### config.mk
export PLATFORM = sky130hd
export DESIGN_NAME = chg_mode_arbiter
export DESIGN_NICKNAME = d
export VERILOG_FILES = /design/src/rtl/chg_mode_arbiter.sv
export SDC_FILE = /design/constraint.sdc
export NUM_CORES = 1
export LEC_CHECK = 0
export BUFFER_PORTS_ARGS = -buffer_cell sky130_fd_sc_hd__buf_2
export CELL_PAD_IN_SITES_DETAIL_PLACEMENT = 1
export CELL_PAD_IN_SITES_GLOBAL_PLACEMENT = 2
export CORE_MARGIN = 1.5
export CORE_UTILIZATION = 43
export DETAILED_ROUTE_END_ITERATION = 7
export GPL_ROUTABILITY_DRIVEN = 0
export PLACE_DENSITY_LB_ADDON = 0.1
export REMOVE_ABC_BUFFERS = 1
export SLEW_MARGIN = 0
export SYNTH_ARGS = -nofsm -noshare
export SYNTH_HDL_FRONTEND = slang
export SYNTH_SLANG_ARGS = --single-unit
### constraint.sdc
create_clock -name clk -period 2.85 [get_ports clk]
set_clock_uncertainty 0.2 [all_clocks]
set_input_delay 0.1425 -clock clk [delete_from_list [all_inputs] [get_ports clk]]
set_output_delay 0.1425 -clock clk [all_outputs]
set_load 0.02 [all_outputs]
### src/rtl/chg_mode_arbiter.sv
module chg_mode_arbiter #(
  parameter int SAMPLE_DLY = 532,
  parameter int PULLUP_DLY = 100000,
  parameter int NOPULL_DLY = 570000,
  parameter int DEGLITCH   = 5
) (
  input  logic       clk,
  input  logic       rst_n,
  input  logic       pwr_ok,
  input  logic       pullup_seen,
  input  logic       dedicated,
  input  logic [1:0] pin_lvl,
  output logic [1:0] mode,
  output logic       pin_ctrl
);
  localparam int TW = $clog2(NOPULL_DLY + 1);
  localparam int PW = $clog2(PULLUP_DLY + 1);
  localparam int GW = $clog2(DEGLITCH + 1);
  localparam logic [1:0] M_100 = 2'b00, M_500 = 2'b01, M_RES = 2'b10;
  localparam logic [1:0] LVL_LOW = 2'b00, LVL_HIGH = 2'b10;

  logic [TW-1:0] t_cnt;
  logic [PW-1:0] pu_cnt;
  logic [GW-1:0] g_cnt;
  logic          pu_seen, samp_vld, det_done, det_res, released;
  logic [1:0]    samp_lvl;
  logic [1:0]    pin_mode;

  wire mismatch = pin_lvl != samp_lvl;
  wire done_now = samp_vld && !det_done &&
                  ((t_cnt == TW'(NOPULL_DLY)) || (pu_seen && pu_cnt == PW'(PULLUP_DLY)));

  always_ff @(posedge clk or negedge rst_n) begin
    if (!rst_n) begin
      t_cnt <= '0; pu_cnt <= '0; g_cnt <= '0;
      pu_seen <= 1'b0; samp_vld <= 1'b0; samp_lvl <= 2'b01;
      det_done <= 1'b0; det_res <= 1'b0; released <= 1'b0;
    end else if (!pwr_ok) begin
      t_cnt <= '0; pu_cnt <= '0; g_cnt <= '0;
      pu_seen <= 1'b0; samp_vld <= 1'b0; samp_lvl <= 2'b01;
      det_done <= 1'b0; det_res <= 1'b0; released <= 1'b0;
    end else begin
      if (t_cnt != TW'(NOPULL_DLY)) t_cnt <= t_cnt + 1'b1;
      if (t_cnt == TW'(SAMPLE_DLY) && !samp_vld) begin
        samp_lvl <= pin_lvl;
        samp_vld <= 1'b1;
      end
      if (pullup_seen && !det_done) pu_seen <= 1'b1;
      if (pu_seen && !det_done && pu_cnt != PW'(PULLUP_DLY)) pu_cnt <= pu_cnt + 1'b1;
      if (done_now) begin
        det_done <= 1'b1;
        det_res  <= pu_seen && dedicated;
      end
      if (det_done && !released) begin
        if (mismatch) begin
          if (g_cnt == GW'(DEGLITCH)) released <= 1'b1;
          else g_cnt <= g_cnt + 1'b1;
        end else begin
          g_cnt <= '0;
        end
      end
    end
  end

  always_comb begin
    case (pin_lvl)
      LVL_LOW:  pin_mode = M_RES;
      LVL_HIGH: pin_mode = M_500;
      default:  pin_mode = M_100;
    endcase
  end

  assign mode     = !pwr_ok ? M_100 :
                    released ? pin_mode :
                    (det_done && det_res) ? M_RES : M_100;
  assign pin_ctrl = pwr_ok && released;
endmodule

== Word level (Yosys, flattened, before mapping) ==
Index checks and enable logic that the tools add are counted.

* Flip-flop bits (word level): 47
* Input port bits: 7
* Logic and storage cells: 73

* Add/subtract/negate cells: 3
* Equality and inequality tests: 17
* Muxes and demuxes: 26
* Reduce and logical (&&, ||, !) cells: 18

{| class="wikitable"
|+ Operator list
! cell !! count
|-
| 20-bit two-way mux || 2
|-
| 17-bit two-way mux || 2
|-
| 20-bit by 1-bit adder with 20-bit output (second input constant) || 1
|-
| 20-bit by 10-bit equality test with 1-bit output (second input constant) || 1
|-
| 20-bit equality test (second input constant) || 1
|-
| 20-bit inequality test (second input constant) || 1
|-
| 17-bit by 1-bit adder with 17-bit output (second input constant) || 1
|-
| 17-bit equality test (second input constant) || 1
|-
| 17-bit inequality test (second input constant) || 1
|-
| 2-bit by 1-bit inequality test with 1-bit output (second input constant) || 8
|-
| 1-bit two-way mux || 12
|-
| 3-bit two-way mux || 4
|-
| 1-bit logical AND || 11
|-
| 2-bit two-way mux || 5
|-
| 2-bit case mux with 2 select lines || 1
|-
| 3-bit by 1-bit adder with 3-bit output (second input constant) || 1
|-
| 3-bit equality test (second input constant) || 1
|-
| 1-bit zero test || 3
|-
| 3-bit inequality test (second input constant) || 1
|-
| 3-bit AND reduction || 1
|-
| 2-bit equality test (second input constant) || 1
|-
| 2-bit zero test || 1
|-
| 2-bit inequality test || 1
|-
| 2-bit AND reduction || 1
|-
| 1-bit logical OR || 1
|}

== Longest topological paths before layout ==
Gate-level depths: netlist of the first run.

* Word-level depth: 6
* Gate-level depth with buffers: 7
* Depth with buffers taken out: 7

== Worst setup path before layout of the first run ==
OpenSTA, ideal clock, no wires.

* Path type: register -> register
* Start point: reg pu_cnt[0]
* End point: reg pu_cnt[3]
* Data arrival time: 1574 ps
* Slack: 1010 ps
* Stages on the path, launching flop included: 8
* Buffers on the path: 0
* Period minus slack after synthesis: 1840 ps
* Cell sequence: dfrtp_1 -> inv_1 -> ha_1 -> nor4bb_1 -> nand4_2 -> nand2_4 -> or4b_1 -> nand2_1

* Longest elaborated chain between the ends: 3

{| class="wikitable"
|+ Ends and longest elaborated chain
! item !! RTL line !! RTL
|-
| start, declared || 23 || <nowiki>logic [PW-1:0] pu_cnt;</nowiki>
|-
| start signal, assigned || 49 || <nowiki>if (pu_seen && !det_done && pu_cnt != PW'(PULLUP_DLY)) pu_cnt <= pu_cnt + 1'b1;</nowiki>
|-
| 17-bit by 1-bit adder with 17-bit output / 17-bit inequality test (equally long branches) || 49 ||
|-
| 17-bit two-way mux / 1-bit logical AND (equally long branches) || 49 ||
|-
| 17-bit two-way mux / 2-bit by 1-bit inequality test with 1-bit output (equally long branches) || n/a ||
|}

Several ways; a longest one is shown, not always the timed one. The select of a mux whose other input is x is not followed.
A chain may end at the register's enable or synchronous reset.

== Worst setup path after layout of the first run ==
* Start point: reg pu_cnt[0]
* End point: reg pu_cnt[1]

The elaborated chain is that of the path after synthesis.

==> impl_metrics.yaml, run 1 <==
detailed_routing:
  ant_nets: 0
  first_pass_iters: 4
  finalWirelength_mm: 5.590
  vias_per_cell: 5.433
  wl_per_cell_um: 15.61
  drt_iter0_drc: 81
  vias: 1945
  drcViolationCount: 0
clock_network:
  clk_pin_slew_ns: 0.09
  cts_tree: "built"
  post_cts_buffers: 0
  cts_resized: 0
  cts.path.max_buffers: 2
  clock_tree.root_cell: "clkbuf_8"
  htreeDepth: 2
  clock_sinks: 47
  clk_latency_ns: 0.31
  numCtsBuffers: 5
finish:
  layout-drive-gt1-share_pct: 10.95
  diodes: 0
  n_fill_cell: 674
  final_nets: 295
  area_growth_pct: 10.25
  finalNonFillerCells: 358
placement:
  hpwlAfterDp_mm: 3.852
  numPortBuffers: 9
  place_inst: 345
logic_synthesis:
  ys_seq_area_share_pct: 43.65
  ys_ff_latch: 47
  ys_async_sr_fraction_pct: 100.0
  netlist-cell-type-count: 52
  synth_ff_type: "dfrtp_1"
  synth_edf_count: 0
  mappedNetlistArea_um2: 2698
  synth.avg_cell_area_um2: 10.07
  yosys_warnings: 0
  synthCells: 268
power:
  combPwrFrac_pct: 5.7
  vdd_drop_max_mv: 0.1959
  switching_share_pct: 22.58
  p_per_area_nw_per_um2: 428.2
  switchingPower_w: 0.0002876
  pwr-share-seq_pct: 53.6
  p_leak_nw: 1.285
  p_int_w: 0.0009859
  clock_power_share_pct: 40.7
sta:
  slew_headroom_pct: 62.61
  min_period_over_period_pct: 78.51
  fmax_mhz: 446.9
  slew_viol_final: 0
  finalHoldViolCount: 0
  rsz0062_at_grt: "no"
  finalCriticalPeriod_ns: 2.238
  finalSetupViolCount: 0
  finalSetupTns_ns: 0
  worstMarginPinSlew_ns: 0.5608
flow_run:
  cap_violations: 0
global_routing:
  grt_pass1_vias: 1952
  grt_pass1_wl_mm: 9.480
  antenna_found_initial: 0
  grt_use_total_pct: 18.59
  grt-ovfl-total: 0
  grt_max_degree: 36
floorplanning:
  rows: 28
  io-pin-count: 10
  dieArea_um2: 6758
  start_util_pct: 45.03
  die_h_um: 82.21
  chipWidth_um: 82.21
  core_area_um2: 5991
status:
  status: "completed"
worst_hold_path:
  hp-class: "in -> reg"
critical_path:
  crit_slowest_cell: "dfrtp_1"
  cp_data_arrival_time_ns: 2.24
  cp_num_buf_inv: 1
  cp_top_family: "simple AND/OR/NAND/NOR gates"
  path_class: "reg -> reg"
  crit_chain: "inv_1 -> ha_1 -> nor4bb_1 -> nand4_2 -> nand2_4 -> mux2i_1 -> nor2b_1"
  required_ns: 2.85
  cp_max_fo: 8
  cp-start-kind: "flop"
  endpoint_kind: "flop"
  max_stage_delay_ns: 0.43
[state kept, by name, indices dropped and copies added, names as in the netlist]
name and count:
t_cnt 20, pu_cnt 17, g_cnt 3, samp_lvl 2, det_done 1, det_res 1, pu_seen 1, released 1
samp_vld 1
[power by group through the flow]
stage          logic (W)  registers, W  clock network [W]
6_report       0.0000726      0.000682           0.000519
2_1_floorplan  0.0000313      0.000693                  0
3_3_place_gp   0.0000692      0.000695                  0
5_1_grt        0.0000840      0.000684           0.000562
3_5_place_dp   0.0000696      0.000695                  0
4_1_cts        0.0000756      0.000682           0.000532
[synth_stat cells (2+ instances only)]
cell type  count  area share (%)
and2_1        29             6.7
nand3_1       15             2.8
or3_1          4            0.93
inv_1          9             1.3
mux2i_1        6             2.2
nor2_1         8             1.1
xnor2_1       22             7.1
nor4bb_1       2            0.74
a21boi_0       5             1.4
clkbuf_1       7            0.97
nand4_4        2             1.6
nor3b_1        2            0.56
a21oi_1        3            0.56
nor3_1         8             1.5
nor2b_1        5             1.2
ha_1           6             2.8
nor4_4         2             1.6
or4b_1         2            0.74
o21ai_0        7             1.3
and3_1         4            0.93
nand4_1        7             1.6
dfrtp_1       46              43
a31oi_1        2            0.46
and4b_1        2            0.74
o21a_1         3            0.83
o211ai_1       2            0.56
nand2b_1       3            0.70
nand2_1       25             3.5
nand3b_1       2            0.56
and4_1         2            0.65
xor2_1         5             1.6
[cells by family after synthesis]
| group | Yosys count | share of synthesized area (%) |
|---|---|---|
| flops | 47 | 43.65 |
| compound gates | 28 | 6.818 |
| buf+inv | 18 | 2.922 |
| fa+ha+maj | 6 | 2.783 |
| mux | 6 | 2.226 |
| simple gates | 136 | 32.84 |
| xor+xnor | 27 | 8.766 |
[final cells by class]
class,instances,area (um^2),share of cell area [%]
Clock inverter,2,35.03,1.178
Multi-Input combinational cell,203,1441,48.46
Tap cell,75,93.84,3.155
Sequential cell,47,1177,39.59
Inverter,9,33.78,1.136
Timing Repair Buffer,16,110.1,3.702
Clock buffer,6,82.58,2.777
[cells in the final DEF, fill, tap and decap left out, types with 2 or more instances in the layout]
cell type / instances
nand2_1: 25
xor2_1: 5
nor3b_1: 2
dfrtp_1: 46
nand3_1: 15
mux2i_1: 6
clkbuf_8: 6
and4b_1: 2
o21ai_0: 7
nand2b_1: 3
and4_1: 2
or4b_1: 2
and2_1: 29
nor4_4: 2
and3_1: 4
nor2_1: 8
buf_2: 9
inv_1: 9
o21a_1: 3
nand4_4: 2
nand4_1: 7
buf_4: 2
a31oi_1: 2
xnor2_1: 22
a21oi_1: 3
nand3b_1: 2
dlygate4sd3_1: 5
nor2b_1: 5
or3_1: 4
nor3_1: 8
a21boi_0: 5
ha_1: 6
o211ai_1: 2
nor4bb_1: 2
[per-stage QoR]
step / instance area [um^2] / setup slack, ns / hold slack, ns / total power, W / utilization (%)
3_5_place_dp: 2806 / 0.6538 / -0.05681 / 0.0007648 / 46.85
3_3_place_gp: 2806 / 0.6919 / -0.05910 / 0.0007640 / 46.85
4_1_cts: 2974 / 0.6382 / 0.1108 / 0.001290 / 49.64
5_1_grt: 2974 / 0.4970 / 0.1446 / 0.001329 / 49.64
6_report: 2974 / 0.6124 / 0.1061 / 0.001273 / 49.64
2_1_floorplan: 2653 / 1.009 / -0.3531 / 0.0007241 / -
[routing by layer]
| metal | GRT usage [%] | wire, um | vias up |
|---|---|---|---|
| li1 | - | - | 961 |
| met1 | 26.19 | 2974 | 955 |
| met2 | 29.02 | 2432 | 22 |
| met3 | 3.297 | 120 | 7 |
| met4 | 5.593 | 62 | 0 |
| met5 | 0 | 0 | - |
[final timing paths]
check                           cells after the start                 endpoint             startpoint  slack, ns
worst max register to register                      7    pu_cnt[1]$_DFFE_PN0P_  pu_cnt[0]$_DFFE_PN0P_       0.61
worst min register to register                      2      det_res$_DFFE_PN0P_    det_res$_DFFE_PN0P_       0.36
min in group asynchronous                           2      pu_seen$_DFFE_PN0P_                  rst_n       0.13
max in group asynchronous                           3  samp_lvl[0]$_DFFE_PN1P_                  rst_n       1.54
worst min-delay path                                2  samp_lvl[0]$_DFFE_PN1P_                 pwr_ok       0.11
worst max-delay path                                7    pu_cnt[1]$_DFFE_PN0P_  pu_cnt[0]$_DFFE_PN0P_       0.61
[repair_timing]
| item | CTS | global route |
|---|---|---|
| endpoints found under the setup margin | 0 | 0 |
| endpoints found under the hold margin | 24 | 0 |
| hold buffers | 5 | 0 |
No activity file was read; power rests on OpenSTA's default activity.
==> run 2: changes to the inputs <==
--- a/config.mk
+++ b/config.mk
@@ -9,7 +9,7 @@
 export CELL_PAD_IN_SITES_DETAIL_PLACEMENT = 1
 export CELL_PAD_IN_SITES_GLOBAL_PLACEMENT = 2
 export CORE_MARGIN = 1.5
-export CORE_UTILIZATION = 43
+export CORE_UTILIZATION = 40
 export DETAILED_ROUTE_END_ITERATION = 7
 export GPL_ROUTABILITY_DRIVEN = 0
 export PLACE_DENSITY_LB_ADDON = 0.1
==> constraint.sdc (replaced) <==
create_clock -name clk -period 2.1 [get_ports clk]
set_clock_uncertainty 0.2 [all_clocks]
set_input_delay 0.105 -clock clk [delete_from_list [all_inputs] [get_ports clk]]
set_output_delay 0.105 -clock clk [all_outputs]
set_load 0.02 [all_outputs]
==> run 2 against run 1 <==
Compared with the run above:
- register-to-register slack lost 0.52 ns
- critical path type unchanged
- sequential power up 36%
- final cell count increased by 4.5%
- power up 29%
- largest cell class unchanged
==> impl_metrics.yaml, run 2 (synthesis results as in run 1) <==
status:
  status: "completed"
floorplanning:
  start_util_pct: 42.00
  core_area_um2: 6422
  die_h_um: 85.12
  chipWidth_um: 85.12
  io-pin-count: 10
  rows: 29
  dieArea_um2: 7245
placement:
  numPortBuffers: 9
  hpwlAfterDp_mm: 4.058
finish:
  layout-drive-gt1-share_pct: 15.82
  top_regs: "t_cnt x20, pu_cnt x17, g_cnt x3"
  final_cell_mix: "dfrtp_1 (46), and2_1 (29), nand2_1 (25)"
  final_nets: 309
  area_growth_pct: 15.45
  layout_commonest_cell: "dfrtp_1"
  regMostFlops: "t_cnt"
  largest_reg_flops: 20
  diodes: 0
sta:
  finalCriticalPeriod_ns: 2.006
  min_period_over_period_pct: 95.53
  finalSetupViolCount: 0
  finalSetupTns_ns: 0
  slew_viol_final: 0
  fmax_mhz: 498.5
  finalHoldViolCount: 0
  worstMarginPinSlew_ns: 0.4561
  slew_headroom_pct: 69.59
  fin_hold_ws_ns: 0.04482
detailed_routing:
  vias: 1951
  first_pass_iters: 3
  ant_nets: 0
  vias_per_cell: 5.217
  wl_per_cell_um: 15.48
  drcViolationCount: 0
  drt_iter0_drc: 79
  finalWirelength_mm: 5.791
clock_network:
  cts.path.max_buffers: 2
  clock_sinks: 47
  clock_tree.root_cell: "clkbuf_8"
  htreeDepth: 2
  cts_tree: "built"
  clk_latency_ns: 0.30
  clk_pin_slew_ns: 0.08
  numCtsBuffers: 5
global_routing:
  gr-usage-met1_pct: 25.82
  grt-ovfl-total: 0
  grt_max_degree: 27
  antenna_found_initial: 0
  met3_usage_pct: 2.918
  grt_pass1_vias: 2075
  grt_use_total_pct: 17.70
  busiest_layer: "met2"
  grt_pass1_wl_mm: 10.25
  grtUsageMet2_pct: 27.20
critical_path:
  endpoint_kind: "flop"
  cp_max_fo: 8
  cp_data_arrival_time_ns: 2.05
  cp-start-kind: "flop"
  path_class: "reg -> reg"
  required_ns: 2.14
power:
  vdd_drop_max_mv: 0.2819
  p_leak_nw: 1.355
  p_int_w: 0.001262
  switching_share_pct: 23.25
  combPwrFrac_pct: 6.7
  pwr-share-seq_pct: 56.3
  switchingPower_w: 0.0003821
  p_per_area_nw_per_um2: 527.8
  clock_power_share_pct: 36.9
worst_hold_path:
  hp-class: "in -> async"
flow_run:
  cap_violations: 0
==> run 2: per-stage QoR <==
stage	instances	power (W)	worst slack (ns)	utilization [%]	area, um^2
floorplan	259	0.0009827	0.2589	-	2653
global placement	356	0.001042	0.08556	44.79	2877
detailed placement	356	0.001043	0.01411	44.79	2877
CTS	369	0.001665	0.002187	47.13	3027
global route	374	0.001728	-0.004219	48.49	3114
finish	374	0.001644	0.09395	48.49	3114
==> run 2: worst paths after layout <==
path                                    startpoint                      end  slack (ns)  cells after the start
setup / recovery             pu_cnt[1]$_DFFE_PN0P_    pu_cnt[3]$_DFFE_PN0P_        0.09                      8
hold / removal                               rst_n     g_cnt[1]$_DFFE_PN0P_        0.04                      2
setup reg to reg             pu_cnt[1]$_DFFE_PN0P_    pu_cnt[3]$_DFFE_PN0P_        0.09                      8
hold reg to reg            samp_lvl[0]$_DFFE_PN1P_  samp_lvl[0]$_DFFE_PN1P_        0.36                      2
max in group asynchronous                    rst_n     det_done$_DFFE_PN0P_        1.08                      3
min in group clk                            pwr_ok     released$_DFFE_PN0P_        0.07                      2
==> run 2: power by group through the flow <==
stage | Combinational (W) | Sequential [W] | Clock, W
after global routing | 0.000128 | 0.000928 | 0.000672
after detailed placement | 0.000100 | 0.000943 | 0
after global placement | 0.0000989 | 0.000943 | 0
after floorplan | 0.0000424 | 0.000940 | 0
final | 0.000111 | 0.000926 | 0.000607
after CTS | 0.000108 | 0.000926 | 0.000631
==> run 2: worst max-delay path: stages, from the launching register on <==
cell and delay [ns]:
dfrtp_1 0.40, inv_1 0.06, ha_2 0.18, nor4bb_4 0.15, nand4_2 0.15, buf_6 0.14, nand2_8 0.07, or4b_1 0.54
nand2_1 0.07
==> run 2: per-layer routing <==
layer,share of wire [%],routed length [um]
met5,0,0
met4,1.2,68
met3,1.6,95
met2,44,2544
met1,53,3084
==> run 2: cell type report <==
cell class,instances,area (um^2)
clock buffers,8,100.1
fillers,722,3308
inverters,9,33.78
multi-input cells,203,1475
flip-flops and latches,47,1177
well taps,77,96.34
repair buffers,30,231.5
==> run 2: repair_timing <==
action                     CTS  global route
hold buffers                 5             0
setup endpoints to repair    0            13
gates resized for setup      0             7
hold endpoints to repair    51             0
buffers inserted             0             5
